`config.mk`:
```
export PLATFORM = sky130hd
export DESIGN_NAME = tone_pin_mux
export DESIGN_NICKNAME = d
export VERILOG_FILES = /design/src/rtl/tone_pin_mux.sv
export SDC_FILE = /design/constraint.sdc
export NUM_CORES = 1
export LEC_CHECK = 0
export ABC_AREA = 1
export BUFFER_PORTS_ARGS = -buffer_cell sky130_fd_sc_hd__buf_2
export CAP_MARGIN = 0
export CORE_AREA = 2 2 39 41
export CTS_CLUSTER_DIAMETER = 30
export CTS_CLUSTER_SIZE = 8
export DETAILED_ROUTE_END_ITERATION = 6
export DIE_AREA = 0 0 41 43
export PLACE_DENSITY = 0.3
export SYNTH_ARGS = -nofsm -noshare
export SYNTH_HDL_FRONTEND = slang
export SYNTH_SLANG_ARGS = --single-unit
```
`constraint.sdc`:
```
create_clock -name clk -period 0.8 [get_ports clk]
set_input_delay 0.04 -clock clk [delete_from_list [all_inputs] [get_ports clk]]
set_output_delay 0.04 -clock clk [all_outputs]
set_load 0.005 [all_outputs]
```
`src/rtl/tone_pin_mux.sv`:
```
module tone_pin_mux (
  input  logic       clk,
  input  logic       rst_n,
  input  logic       opt_tone,
  input  logic       opt_div,
  input  logic [2:0] dir_in,
  input  logic [2:0] lat,
  input  logic       tone_src,
  input  logic       tmr_ovf,
  output logic [2:0] pin_drv,
  output logic [2:0] pin_oe
);

  logic div_q;
  logic div_step;
  logic v0, v1, v3;

  assign div_step = opt_div & lat[2] & tmr_ovf;

  always_ff @(posedge clk or negedge rst_n)
    if (!rst_n)        div_q <= 1'b0;
    else if (div_step) div_q <= ~div_q;

  assign v0 = opt_tone ? (lat[0] &  tone_src) : lat[0];
  assign v1 = opt_tone ? (lat[0] & ~tone_src) : lat[1];
  assign v3 = opt_div  ? (lat[2] &  div_q)    : lat[2];

  assign pin_oe  = ~dir_in;
  assign pin_drv = {v3, v1, v0} & pin_oe;

  a_r2_input_quiet: assert property (@(posedge clk) disable iff (!rst_n)
    ((pin_oe & dir_in) == 3'b000) && ((pin_drv & dir_in) == 3'b000));

  a_r4_pair_opposite: assert property (@(posedge clk) disable iff (!rst_n)
    (opt_tone && lat[0] && dir_in[1:0] == 2'b00) |-> (pin_drv[0] != pin_drv[1]));

  a_r5_gate_low: assert property (@(posedge clk) disable iff (!rst_n)
    (opt_tone && !lat[0]) |-> (pin_drv[1:0] == 2'b00));

  a_r7_toggle: assert property (@(posedge clk) disable iff (!rst_n)
    (opt_div && lat[2] && tmr_ovf) |=> (div_q != $past(div_q)));

  a_r7_hold: assert property (@(posedge clk) disable iff (!rst_n)
    !(opt_div && lat[2] && tmr_ovf) |=> $stable(div_q));

  a_r8_div_gate: assert property (@(posedge clk) disable iff (!rst_n)
    (opt_div && !lat[2]) |-> !pin_drv[2]);

endmodule

```
==> results.md <==
* Share of layout cells above drive strength 1 at 50.0%
* Max IR drop VDD at ~0.00036 V
* Sequential area share after synthesis at 24.7%
* WP data arrival at about 0.64 ns
* Yosys cell types at 7
* Cell Rows at 14
* Buf+Inv Stages, Crit Path at 2
* Die H at 43 um
* Boundary Pins at 18
* Diodes inserted at 0
* DRC at 0
* All-Layer GR Usage at 4.80%
* Setup TNS at 0 ns
* Largest net degree at the start of global routing at 4
* Leakage power at 0.000140 uW
* Initial antenna violation count at 0
* P&R area growth vs syn at 114%
* Critical path capture point type: primary output
* CP max-delay cell: dfrtp_1
* Slew @ Worst Pin at 0.117 ns
* Synth async-reset ratio at 100%
* Clk slew on worst S/H paths at 0 ns
* Post-synthesis compound-gate area fraction at roughly 19%
* Port Buffer Count at 17
* Simple-Gate Fraction of Synth Area at 34.6%
* Largest reg by FF count: div_q
* Max reg flops at 1
* Drt wl/cell at 8.29 um
* Post-CTS setup buffer count at 0
* Relative slew margins at just over 90%
* Worst Hold Class: in2out
* Crit path time final at 0.679 ns
* Ys flop type: dfrtp_1
* Max Slew Vio Count at 0
* Adder-Cell Fraction of Synth Area at 0%
* Drt total wl at 431 um
* 1st-iter DRT viols at 8
* Core ar. at 1380 um2
* Synthesis-stage register bit count at 1
* Drt via density at roughly 3.4
* Most common cell in the netlist: inv_1
* Post-synth top cells: inv_1, nand2_1, a21oi_1, nand3_1
* Final setup viols at 0
* Gate Count Post-Synth at 18
* MaxCap Viol Count at 0
* Crit Path Max Fanout at 2
* Routability congestion estimate at 0.612
* Worst-Skew Late Latency at 0 ns
* Syn nets at 30
* Starting Density at 7.32%
* Mean Syn Cell Area at 5.63 um2
* Max stage delay on crit path at 0.32 ns
* Global-route wire length before repair at just over 600 um
* Data required, critical path at 0.76 ns
* Synth Area in XOR/XNOR at 0%
* Drt pass-1 iters at 4
* Critical path class: reg2out
* Final ANT Viol Nets at 0
* # nets final at 50
* Via count at around 180
* Vias in the first global route at 134
* Yosys top cell by area: dfrtp_1
* Top Family by Delay on Critical Path: flip-flops
* Post-synthesis mux area share at 0%
* Post-Synthesis Cell Area at between 100 and 150 um2
* Tightest hold margin at 0.314 ns
* EDFF count, synth at 0
* Highest clock rate at roughly 1.5 GHz
* Synth top area cells: dfrtp_1, inv_1, nand2_1, a21oi_1, nand3_1
* Period utilization at 84.8%
* Remaining global-route overflow at 0
* Top cell type's share of synthesized area at 24.7%
* CP Launch Type: flop
* Status: finished, final reports clean
* Regs by FF count: div_q (1)
* Power Density at 759 nW/um2
* Die area at 1760 um2
* Crit-path cells: inv_1 > a21oi_1 > buf_2
* RSZ-0062 raised after global routing: no
* Die Wd at 41 um
* Yosys warning total at 0
* Final Hold Fails at 0
* Clk_skew at 0 ns
* Largest family of logic cells by synthesized area: simple AND/OR/NAND/NOR gates
## final timing paths
check / from / end / slack, ns / cells after the start
worst max register to register: div_q$_DFFE_PN0P_ / div_q$_DFFE_PN0P_ / 0.18 / 3
max in group asynchronous: rst_n / div_q$_DFFE_PN0P_ / 0.35 / 2
worst min register to register: div_q$_DFFE_PN0P_ / div_q$_DFFE_PN0P_ / 0.46 / 2
worst max-delay path: div_q$_DFFE_PN0P_ / pin_drv[2] / 0.12 / 3
min in group asynchronous: rst_n / div_q$_DFFE_PN0P_ / 0.36 / 2
worst min-delay path: dir_in[2] / pin_oe[2] / 0.31 / 3
## routing by layer
layer	global-route usage, %	routed length, um	part of all wire (%)	vias to the layer above
met3	0.524	100	23	0
met1	10.2	240	56	67
li1	-	-	-	92
met5	0	0	0	-
met4	0	0	0	0
met2	4.69	90	21	18
## cell families after synthesis
family | count (synthesis)
and+or+nand+nor | 8
buffers and inverters | 6
AOI/OAI and AO/OA | 3
DFF | 1
## power breakdown
group / total (uW) / leakage, uW / internal, uW / switching, uW
Clock: 0 / 0 / 0 / 0
Combinational: 95.5 / 0.000127 / 48.7 / 46.7
Sequential: 68.8 / 0.0000122 / 63.6 / 5.20
Total: 164 / 0.000140 / 112 / 51.9
## worst reg2reg max path, cell delays in order (launching register included)
cell and delay, ns:
dfrtp_1 0.35, inv_1 0.07, nand4_1 0.07, nand2_1 0.06
## what timing repair did
| action | 4_1_cts | 5_1_grt |
|---|---|---|
| hold buffers | 1 | 0 |
| endpoints found under the hold margin | 1 | 0 |
| resized for setup | 0 | 0 |
## area by class of cell
class                   instances  area [um2]
fillers                       159        1170
repair buffers                 18        95.1
multi-input cells              11        53.8
flip-flops and latches          1        25.0
inverters                       6        22.5
well taps                      16        20.0
## stage by stage
step	area (um2)	setup slack, ns	total power, uW	utilization [%]	instances
6_report	216	0.121	164	15.6	52
5_1_grt	216	0.0608	183	15.6	52
4_1_cts	216	0.118	166	15.6	52
3_5_place_dp	206	0.122	161	14.9	51
3_3_place_gp	206	0.135	163	14.9	51
2_1_floorplan	101	0.209	106	-	18
## layout by cell type (no fill, tap or decap)
cell | netlist | final
buf_2 | 0 | 17
inv_1 | 6 | 6
nand2_1 | 5 | 5
nand3_1 | 2 | 2
a21oi_1 | 2 | 2
a21oi_2 | 1 | 1
nand4_1 | 1 | 1
dfrtp_1 | 1 | 1
dlygate4sd3_1 | 0 | 1
Note: power is estimated with default switching activity, not from simulation.
